===== src/rtl/isp_pkg.sv =====
package isp_pkg;
  typedef enum logic [1:0] {
    WOP_NONE  = 2'd0,
    WOP_PGM   = 2'd1,
    WOP_DAT   = 2'd2,
    WOP_ERASE = 2'd3
  } wr_op_e;

  localparam logic [7:0] OPC_ENABLE  = 8'hAC;
  localparam logic [7:0] ERASE_KEY   = 8'h80;
  localparam logic [7:0] OPC_PGM_RD  = 8'h20;
  localparam logic [7:0] OPC_PGM_WR  = 8'h40;
  localparam logic [7:0] OPC_DAT_RD  = 8'hA0;
  localparam logic [7:0] OPC_DAT_WR  = 8'hC0;
  localparam logic [7:0] OPC_POLL    = 8'hF0;
  localparam logic [7:0] HI_SEL_MASK = 8'h08;
endpackage


===== src/rtl/isp_sck_filter.sv =====
module isp_sck_filter #(
  parameter bit FAST_CLK = 1'b0
) (
  input  logic clk,
  input  logic rst_n,
  input  logic tgt_rst_n,
  input  logic sck,
  input  logic mosi,
  output logic active,
  output logic rise,
  output logic fall,
  output logic glitch,
  output logic sdi_bit
);
  localparam int unsigned MIN_PH = FAST_CLK ? 3 : 2;
  localparam int unsigned CW     = $clog2(MIN_PH + 1);

  logic r1, r2, s1, s2, s3, m1, m2;
  logic lvl, lvl_d, smp, smp_d;
  logic [CW-1:0] stab, stab_d;
  logic rise_d, fall_d, glitch_d;

  always_comb begin
    lvl_d    = lvl;
    stab_d   = stab;
    smp_d    = smp;
    rise_d   = 1'b0;
    fall_d   = 1'b0;
    glitch_d = 1'b0;
    if (s2 && !s3) smp_d = m2;
    if (s2 == lvl) begin
      stab_d   = '0;
      glitch_d = (stab != '0);
    end else if (stab == CW'(MIN_PH)) begin
      lvl_d  = s2;
      stab_d = '0;
      rise_d = s2;
      fall_d = ~s2;
    end else begin
      stab_d = stab + 1'b1;
    end
  end

  always_ff @(posedge clk or negedge rst_n) begin
    if (!rst_n) begin
      r1 <= 1'b1; r2 <= 1'b1;
      s1 <= 1'b0; s2 <= 1'b0; s3 <= 1'b0;
      m1 <= 1'b0; m2 <= 1'b0;
      lvl <= 1'b0; stab <= '0; smp <= 1'b0;
      rise <= 1'b0; fall <= 1'b0; glitch <= 1'b0;
    end else begin
      r1 <= tgt_rst_n; r2 <= r1;
      s1 <= sck;  s2 <= s1; s3 <= s2;
      m1 <= mosi; m2 <= m1;
      lvl    <= lvl_d;
      stab   <= stab_d;
      smp    <= smp_d;
      rise   <= rise_d;
      fall   <= fall_d;
      glitch <= glitch_d;
    end
  end

  assign active  = ~r2;
  assign sdi_bit = smp;
endmodule


===== src/rtl/isp_frame.sv =====
module isp_frame (
  input  logic        clk,
  input  logic        rst_n,
  input  logic        active,
  input  logic        rise,
  input  logic        fall,
  input  logic        sdi,
  input  logic [7:0]  resp,
  output logic        hdr_vld,
  output logic [23:0] hdr,
  output logic        done,
  output logic [7:0]  last,
  output logic        sdo
);
  logic [22:0] sh, sh_d;
  logic [4:0]  cnt, cnt_d;
  logic [23:0] hdr_d;
  logic [7:0]  last_d, tx, tx_d;
  logic        hdr_vld_d, done_d, sdo_d;

  always_comb begin
    sh_d      = sh;
    cnt_d     = cnt;
    hdr_d     = hdr;
    last_d    = last;
    tx_d      = tx;
    sdo_d     = sdo;
    hdr_vld_d = 1'b0;
    done_d    = 1'b0;
    if (!active) begin
      cnt_d = '0;
      sdo_d = 1'b0;
    end else begin
      if (rise) begin
        sh_d  = {sh[21:0], sdi};
        cnt_d = cnt + 1'b1;
        if (cnt == 5'd23) begin
          hdr_d     = {sh, sdi};
          hdr_vld_d = 1'b1;
        end
        if (cnt == 5'd31) begin
          last_d = {sh[6:0], sdi};
          done_d = 1'b1;
        end
      end
      if (hdr_vld) tx_d = resp;
      if (fall) sdo_d = (cnt[4:3] == 2'b11) ? tx[~cnt[2:0]] : 1'b0;
    end
  end

  always_ff @(posedge clk or negedge rst_n) begin
    if (!rst_n) begin
      sh <= '0; cnt <= '0; hdr <= '0; last <= '0; tx <= '0;
      sdo <= 1'b0; hdr_vld <= 1'b0; done <= 1'b0;
    end else begin
      sh      <= sh_d;
      cnt     <= cnt_d;
      hdr     <= hdr_d;
      last    <= last_d;
      tx      <= tx_d;
      sdo     <= sdo_d;
      hdr_vld <= hdr_vld_d;
      done    <= done_d;
    end
  end
endmodule


===== src/rtl/isp_core.sv =====
module isp_core
  import isp_pkg::*;
#(
  parameter int unsigned PGM_WORDS = 64,
  parameter int unsigned DAT_BYTES = 32,
  parameter int unsigned WR_CYCLES = 2000
) (
  input  logic        clk,
  input  logic        rst_n,
  input  logic        active,
  input  logic [23:0] hdr,
  input  logic        done,
  input  logic [7:0]  last,
  output logic [7:0]  resp,
  output logic        busy,
  output logic        en
);
  localparam int unsigned PAW = $clog2(PGM_WORDS);
  localparam int unsigned DAW = $clog2(DAT_BYTES);
  localparam int unsigned BCW = $clog2(WR_CYCLES + 1);

  logic [7:0] pgm_lo [PGM_WORDS];
  logic [7:0] pgm_hi [PGM_WORDS];
  logic [7:0] dat    [DAT_BYTES];

  logic [7:0]  b0, b1, b2;
  logic [15:0] fadr;
  logic [PAW-1:0] pa, pa_q, pa_d;
  logic [DAW-1:0] da, da_q, da_d;
  logic        hi_q, hi_d;
  logic [7:0]  pdat, pdat_d;
  wr_op_e      op_q, op_d;
  logic [BCW-1:0] bcnt, bcnt_d;
  logic        busy_d, en_d, commit;
  logic        is_prd, is_drd, is_poll, is_pwr, is_dwr, is_erase, is_enable;

  assign b0   = hdr[23:16];
  assign b1   = hdr[15:8];
  assign b2   = hdr[7:0];
  assign fadr = {b1, b2};
  assign pa   = fadr[PAW-1:0];
  assign da   = fadr[DAW-1:0];

  assign is_prd    = (b0 & ~HI_SEL_MASK) == OPC_PGM_RD;
  assign is_pwr    = (b0 & ~HI_SEL_MASK) == OPC_PGM_WR;
  assign is_drd    = b0 == OPC_DAT_RD;
  assign is_dwr    = b0 == OPC_DAT_WR;
  assign is_poll   = b0 == OPC_POLL;
  assign is_erase  = (b0 == OPC_ENABLE) && (b1 == ERASE_KEY);
  assign is_enable = (b0 == OPC_ENABLE) && (b2 == b1);

  always_comb begin
    resp = b1;
    if (en) begin
      if (is_prd)       resp = (b0 & HI_SEL_MASK) != 8'h00 ? pgm_hi[pa] : pgm_lo[pa];
      else if (is_drd)  resp = dat[da];
      else if (is_poll) resp = {7'b0, busy};
    end
  end

  always_comb begin
    en_d   = en;
    busy_d = busy;
    bcnt_d = bcnt;
    op_d   = op_q;
    pa_d   = pa_q;
    da_d   = da_q;
    hi_d   = hi_q;
    pdat_d = pdat;
    commit = 1'b0;
    if (busy) begin
      if (bcnt == BCW'(WR_CYCLES - 1)) begin
        commit = 1'b1;
        busy_d = 1'b0;
      end else begin
        bcnt_d = bcnt + 1'b1;
      end
    end
    if (done) begin
      if (!en) begin
        if (is_enable) en_d = 1'b1;
      end else if (!busy && (is_erase || is_pwr || is_dwr)) begin
        busy_d = 1'b1;
        bcnt_d = '0;
        pa_d   = pa;
        da_d   = da;
        hi_d   = (b0 & HI_SEL_MASK) != 8'h00;
        pdat_d = last;
        op_d   = is_erase ? WOP_ERASE : (is_pwr ? WOP_PGM : WOP_DAT);
      end
    end
    if (!active) begin
      en_d   = 1'b0;
      busy_d = 1'b0;
      commit = 1'b0;
      op_d   = WOP_NONE;
    end
  end

  always_ff @(posedge clk or negedge rst_n) begin
    if (!rst_n) begin
      en <= 1'b0; busy <= 1'b0; bcnt <= '0; op_q <= WOP_NONE;
      pa_q <= '0; da_q <= '0; hi_q <= 1'b0; pdat <= '0;
    end else begin
      en   <= en_d;
      busy <= busy_d;
      bcnt <= bcnt_d;
      op_q <= op_d;
      pa_q <= pa_d;
      da_q <= da_d;
      hi_q <= hi_d;
      pdat <= pdat_d;
    end
  end

  always_ff @(posedge clk or negedge rst_n) begin
    if (!rst_n) begin
      for (int i = 0; i < int'(PGM_WORDS); i++) begin
        pgm_lo[i] <= 8'hFF;
        pgm_hi[i] <= 8'hFF;
      end
      for (int j = 0; j < int'(DAT_BYTES); j++) dat[j] <= 8'hFF;
    end else if (commit) begin
      case (op_q)
        WOP_ERASE: begin
          for (int i = 0; i < int'(PGM_WORDS); i++) begin
            pgm_lo[i] <= 8'hFF;
            pgm_hi[i] <= 8'hFF;
          end
          for (int j = 0; j < int'(DAT_BYTES); j++) dat[j] <= 8'hFF;
        end
        WOP_PGM: begin
          if (hi_q) pgm_hi[pa_q] <= pgm_hi[pa_q] & pdat;
          else      pgm_lo[pa_q] <= pgm_lo[pa_q] & pdat;
        end
        WOP_DAT: dat[da_q] <= pdat;
        default: ;
      endcase
    end
  end
endmodule


===== src/rtl/isp_slave.sv =====
module isp_slave #(
  parameter int unsigned PGM_WORDS = 64,
  parameter int unsigned DAT_BYTES = 32,
  parameter int unsigned WR_CYCLES = 2000,
  parameter bit          FAST_CLK  = 1'b0
) (
  input  logic clk,
  input  logic rst_n,
  input  logic tgt_rst_n,
  input  logic sck,
  input  logic mosi,
  output logic miso,
  output logic sck_glitch
);
  logic        active, sck_rise, sck_fall, sdi_bit;
  logic        hdr_vld, done, busy, en;
  logic [23:0] hdr;
  logic [7:0]  last, resp;

  isp_sck_filter #(.FAST_CLK(FAST_CLK)) u_filt (
    .clk(clk), .rst_n(rst_n), .tgt_rst_n(tgt_rst_n), .sck(sck), .mosi(mosi),
    .active(active), .rise(sck_rise), .fall(sck_fall), .glitch(sck_glitch),
    .sdi_bit(sdi_bit)
  );

  isp_frame u_frame (
    .clk(clk), .rst_n(rst_n), .active(active), .rise(sck_rise), .fall(sck_fall),
    .sdi(sdi_bit), .resp(resp), .hdr_vld(hdr_vld), .hdr(hdr), .done(done),
    .last(last), .sdo(miso)
  );

  isp_core #(
    .PGM_WORDS(PGM_WORDS), .DAT_BYTES(DAT_BYTES), .WR_CYCLES(WR_CYCLES)
  ) u_core (
    .clk(clk), .rst_n(rst_n), .active(active), .hdr(hdr), .done(done),
    .last(last), .resp(resp), .busy(busy), .en(en)
  );
endmodule


===== config.mk =====
export PLATFORM = sky130hd
export DESIGN_NAME = isp_slave
export DESIGN_NICKNAME = d
export VERILOG_FILES = /design/src/rtl/isp_pkg.sv /design/src/rtl/isp_sck_filter.sv /design/src/rtl/isp_frame.sv /design/src/rtl/isp_core.sv /design/src/rtl/isp_slave.sv
export SDC_FILE = /design/constraint.sdc
export NUM_CORES = 2
export LEC_CHECK = 0
export ABC_AREA = 1
export BUFFER_PORTS_ARGS = -buffer_cell sky130_fd_sc_hd__buf_2
export CORE_MARGIN = 4
export CORE_UTILIZATION = 25
export DETAILED_ROUTE_END_ITERATION = 7
export PLACE_DENSITY = 0.43
export SYNTH_ARGS = -nofsm -noshare
export SYNTH_HDL_FRONTEND = slang
export SYNTH_SLANG_ARGS = --single-unit

===== constraint.sdc =====
create_clock -name clk -period 3.2 [get_ports clk]
set_input_delay 0.16 -clock clk [delete_from_list [all_inputs] [get_ports clk]]
set_output_delay 0.16 -clock clk [all_outputs]
set_load 0.02 [all_outputs]

### Word-level counts from Yosys, hierarchy flattened

Cells that the tools add are included.

| storage, ports and cells | value |
|---|---|
| input bits | 5 |
| output and inout port bits | 2 |
| register bits | 1400 |

| cells by class | value |
|---|---|
| bitwise logic cells | 10 |
| add/subtract/negate cells | 3 |
| reductions and logical operators | 28 |
| order comparisons | 7 |
| mux-type cells | 76 |
| equal/unequal tests | 19 |

Operators by type and width:

| kind | count |
|---|---|
| case mux 512 bit (2 select lines) | 2 |
| bitwise mux 512 bit | 2 |
| 2-to-1 mux 512 bit | 2 |
| case mux 256 bit (2 select lines) | 1 |
| bitwise mux 256 bit | 1 |
| binary-select mux 8 bit (select 6 bit) | 4 |
| 2-to-1 mux 8 bit | 17 |
| 2-to-1 mux 11 bit | 5 |
| demux 8 bit (select 6 bit) | 1 |
| binary-select mux 8 bit (select 5 bit) | 1 |
| demux 8 bit (select 5 bit) | 1 |
| == test 8 bit, second input constant | 5 |
| 2-to-1 mux 1 bit | 28 |
| AND reduction 3 bit | 6 |
| AND 8 bit | 2 |
| 2-to-1 mux 2 bit | 8 |
| nonzero test 2 bit | 8 |
| greater-or-equal comparator 7 bit, second input constant | 2 |
| NOT 6 -> 7 bit | 2 |
| greater-or-equal comparator 6 bit, second input constant | 2 |
| NOT 5 -> 6 bit | 2 |
| adder 11 x 1 -> 11 bit, second input constant | 1 |
| == test 11 bit, second input constant | 1 |
| == test 5 bit, second input constant | 2 |
| 21 further kinds | 37 |

### Depth between registers and ports, before layout

| logic depth | value |
|---|---|
| depth in word-level cells | 9 |
| depth in mapped cells | 16 |
| depth with buffers taken out | 13 |

### By module

A second synthesis with hierarchy kept.

| second synthesis, totals | value |
|---|---|
| cell total of the unflattened synthesis | 9766 |
| area, all modules | 80010.5 sq um |

By module, submodules not included:

| module | cells each | area an instance (sq um) | times used | seq. area each (sq um) |
|---|---|---|---|---|
| isp_core | 9447 | 76784.9 | 1 | 34383.0 |
| isp_frame | 277 | 2765.2 | 1 | 1776.7 |
| isp_sck_filter | 42 | 460.4 | 1 | 352.8 |

### Worst setup path after synthesis

Ideal clock, no wire load.

| timing path | value |
|---|---|
| path type | reg2reg |
| from | reg u_core.bcnt[0] |
| to | reg u_core.pgm_lo[16] (netlist bit) |
| required time | 3.108 ns |
| stages on the path, launching flop included | 13 |
| path buffers | 2 |
| clock period less this slack | 2.062 ns |
| library setup time | 0.092 ns |
| data arrival time | 1.970 ns |
| setup slack | 1.138 ns |
| cell sequence | dfrtp_1 ha_1 inv_1 nor3_1 nand3_1 nor2_2 nand3_1 a21oi_1 buf_4 buf_6 nand2_2 nor2_2 a21boi_0 |

| between the ends | value |
|---|---|
| cells in the longest elaborated chain, start to end | 5 |

Ends and longest elaborated chain:

| item | RTL line | source |
|---|---|---|
| from (decl) | isp_core.sv:33 | `logic [BCW-1:0] bcnt, bcnt_d;` |
| from (signal assigned) | isp_core.sv:107 | `bcnt <= bcnt_d;` |
| == test 11 bit | isp_core.sv:72 | `if (bcnt == BCW'(WR_CYCLES - 1)) begin` |
| 2-to-1 mux 1 bit | isp_core.sv:72 |  |
| 2-to-1 mux 1 bit | isp_core.sv:71 | `if (busy) begin` |
| 2-to-1 mux 1 bit | isp_core.sv:92 | `if (!active) begin` |
| AND reduction 3 bit (no source line) | -- |  |
| to (signal, indexed assignment) | isp_core.sv:134 | `else pgm_lo[pa_q] <= pgm_lo[pa_q] & pdat;` |
| to (decl) | isp_core.sv:22 | `logic [7:0] pgm_lo [PGM_WORDS];` |

No other way between the ends.
A chain may end at the register's enable or synchronous reset.

==> flow_summary.json <==
{
  "timing.critical_path.mode_cell": "buf_12",
  "grt_setup_unrepaired": "true",
  "timing.fmax_mhz": 314.4,
  "area_growth_pct": 20.15,
  "wl_per_cell_microns": 25.26,
  "clockRootBuffer": "clkbuf_16",
  "die-area_sq_mm": 0.3190,
  "power.density_mw_per_mm2": 413.4,
  "core_area_sq_mm": 0.3088,
  "initial_core_util_pct": 25.09,
  "slew-limit-headroom_pct": 25.67,
  "syn_area_sq_mm": 0.07750,
  "yosys.area.top_type": "dfstp_2",
  "layout_common_cells": "2,164 x nand2_1, 1,282 x dfstp_2, 1,179 x nand3_1",
  "wirelength_microns": 352200,
  "dp_hpwl_microns": 235800,
  "clk_pin_slew_worst_paths_ns": 0.06,
  "worstSkewPairLatency_ns": 0.90,
  "num_vias": 73028,
  "path_depth": 13,
  "row_count": 204,
  "leakage_nw": 35.11,
  "layout-drive-gt1-share_pct": 27.34,
  "setup_viol": 0,
  "first_pass_iters": 6,
  "gp_congestion": 0.8765,
  "comb_power_share_pct": 1.3,
  "numCtsBuffers": 177,
  "stdcell_count": 13940,
  "grt_max_degree": 178,
  "critPathMaxFanout": 25,
  "cpPeakStageDelay_ns": 0.47,
  "io_buffers": 6,
  "die_h_microns": 564.8,
  "fin_crit_sh_pct": 99.39,
  "fin_crit_ns": 3.180,
  "ys_top_cells_by_area": "dfstp_2 43%, nand2_1 11%, a22oi_1 8.2%",
  "seqPwrFrac_pct": 46.2,
  "synth-seq-cells": 1395,
  "hold_viol": 0,
  "yosysWarningCount": 0,
  "r2r_cells": 13,
  "grt_pass1_wl_microns": 512700,
  "clockPowerShare_pct": 52.4,
  "cts_tree": "yes",
  "worstReg2RegEnd": "u_core.pgm_lo[262]$_DFFE_PN1P_",
  "cts.sinks": 1395,
  "chipWidth_microns": 564.8,
  "htree_levels": 4,
  "critPathSlowestCell": "dfrtp_1",
  "drc": 0,
  "track_usage_pct": 21.46,
  "syn-instance-count": 9499,
  "startpoint_type": "flop",
  "drv_cap": 0,
  "synth-edff-count": 0,
  "avgSynthCellArea_sq_um": 8.158,
  "crit_chain": "inv_1, nand2_4, buf_12, buf_12, buf_4, o22ai_1, o21ai_0, nand2_1, nor2_1, nand3_1, nand3_1, buf_12, a21boi_0",
  "vdd_drop_max_mv": 0.4363,
  "cp_num_buf_inv": 5,
  "ys_seq_area_share_pct": 47.11,
  "cp-end-kind": "flop",
  "cts_buffer_depth": 3,
  "ys.flop_type": "dfstp_2",
  "drt_iter0_drc": 7400,
  "final_common_cell": "nand2_1",
  "p_int_w": 0.02950,
  "grt_overflow_total": 0,
  "yosysTopAreaCellShare_pct": 43.47,
  "postSynth.asyncResetShare_pct": 100.0,
  "ioPinCount": 7,
  "path_class": "reg -> reg",
  "status": "completed",
  "viasPerCell": 5.239,
  "tns_ns": 0,
  "ys_types": 44,
  "path_delay_family": "buffers and inverters",
  "postRouteAntennaNets": 0,
  "nets": 9684,
  "worst_pin_slew_ns": 1.108,
  "switchingPower_w": 0.008993,
  "worst_hold_path_type": "in -> async",
  "switching_share_pct": 23.36,
  "slew_violations": 0,
  "antenna_found_initial": 8,
  "placedCellCount": 13606,
  "synth_fp_nets": 9507,
  "grt_pass1_vias": 72538,
  "regToRegStartpoint": "u_core.da_q[1]$_DFFE_PN0P_",
  "finClkSkew_ns": 0.06158,
  "reg2reg_slack_ns": 0.02,
  "cp.required_ns": 3.96,
  "critPathArrivalTime_ns": 3.94
}
[worst reg2reg max path, delay by kind of cell, from the launching register on]
family,cells,cell delay (ns)
simple gates,5,0.83
compound gates,3,0.57
buf+inv,5,1.22
flops,1,0.47
[stage by stage]
step / hold slack, ns / utilization (%) / power (W) / worst slack (ns) / instance area [sq um]
floorplan: -0.1356 / - / 0.01810 / 1.138 / 77500
global placement: 0.05922 / 28.16 / 0.01857 / -0.1778 / 86970
detailed placement: 0.06105 / 28.16 / 0.01858 / -0.2227 / 86970
CTS: 0.02344 / 30.07 / 0.03901 / 0.02413 / 92860
global route: 0.06406 / 30.15 / 0.03976 / -0.01757 / 93110
finish: 0.05731 / 30.15 / 0.03849 / 0.01959 / 93110
[worst max path at each step]
stage / start / to
after floorplan: u_core.bcnt[0]$_DFF_PN0_ / u_core.pgm_lo[16]$_DFFE_PN1P_
after global placement: u_core.da_q[0]$_DFFE_PN0P_ / u_core.pgm_lo[278]$_DFFE_PN1P_
after detailed placement: u_core.da_q[0]$_DFFE_PN0P_ / u_core.pgm_lo[272]$_DFFE_PN1P_
after CTS: u_core.da_q[0]$_DFFE_PN0P_ / u_core.pgm_hi[92]$_DFFE_PN1P_
after global routing: u_core.da_q[0]$_DFFE_PN0P_ / u_core.pgm_hi[394]$_DFFE_PN1P_
final: u_core.da_q[1]$_DFFE_PN0P_ / u_core.pgm_lo[262]$_DFFE_PN1P_
[repair_timing]
action / CTS / global route
endpoints found under the setup margin: 151 / 472
cloned: 0 / 1
gates resized for setup: 13 / 48
buffers inserted: 0 / 2
pin swaps: 0 / 1
endpoints found under the hold margin: 454 / 0
hold buffers: 8 / 0
[logic make-up after synthesis]
family / after synthesis / synth area share, %
compound gates: 2366 / 19.85
xor+xnor: 6 / 0.06781
fa+ha+maj: 3 / 0.04844
buf+inv: 1825 / 9.306
flops: 1395 / 47.11
mux: 169 / 2.456
simple gates: 3735 / 21.16
[routing by layer]
layer	share of wire, %	track usage, %	up-vias
met5	0.0074	0	-
met4	4.5	9.051	4
met3	7.4	3.816	592
met2	44	33.00	3125
met1	44	29.57	36671
li1	-	-	32636
[power groups by stage]
| stage | sequential (W) | combinational, W | clock [W] |
|---|---|---|---|
| finish | 0.0178 | 0.000513 | 0.0202 |
| global route | 0.0178 | 0.000591 | 0.0214 |
| CTS | 0.0178 | 0.000540 | 0.0207 |
| detailed placement | 0.0180 | 0.000530 | 0 |
| global placement | 0.0180 | 0.000519 | 0 |
| floorplan | 0.0180 | 0.0000529 | 0 |
[synth_stat cells (2+ instances only)]
master     instances
nand2_1         2175
dfstp_2         1282
nand3_1         1184
inv_1           1140
a22oi_1          850
o21ai_0          574
clkbuf_1         370
o22ai_1          308
a21oi_1          214
buf_2            211
a21boi_0         187
mux2_2           169
dfrtp_1          113
nor2_2           109
nor2_1            93
nand2_2           78
o2111ai_1         63
buf_1             54
o21ai_1           53
a21boi_1          37
nor2_4            34
nand4_1           27
o211ai_1          26
inv_2             23
nor3_1            19
a211oi_1          15
buf_4             14
o21ai_2           12
o221ai_1           9
nand3_2            8
o21a_1             8
clkinv_1           7
buf_6              6
xor2_1             6
nor4_1             5
o31ai_1            4
ha_1               3
nor4_2             2
o21bai_1           2
[final cells by class]
cell class / instances / area (sq um)
multi-input cells: 6279 / 34190
clock inverters: 55 / 619.3
well taps: 4120 / 5155
flip-flops and latches: 1395 / 36540
repair buffers: 653 / 7013
diodes: 4 / 10.01
clock buffers: 264 / 5156
fillers: 32819 / 215700
inverters: 1170 / 4436
[state kept, by name, summed over array words and instances (netlist names), 5 cells and up]
signal,flops
u_core.pgm_hi,512
u_core.pgm_lo,512
u_core.pdat,8
u_frame.sh,23
u_frame.tx,8
u_core.bcnt,11
u_core.dat,256
u_frame.hdr,24
u_frame.last,8
u_frame.cnt,5
Power figures use the tool's default switching activity.
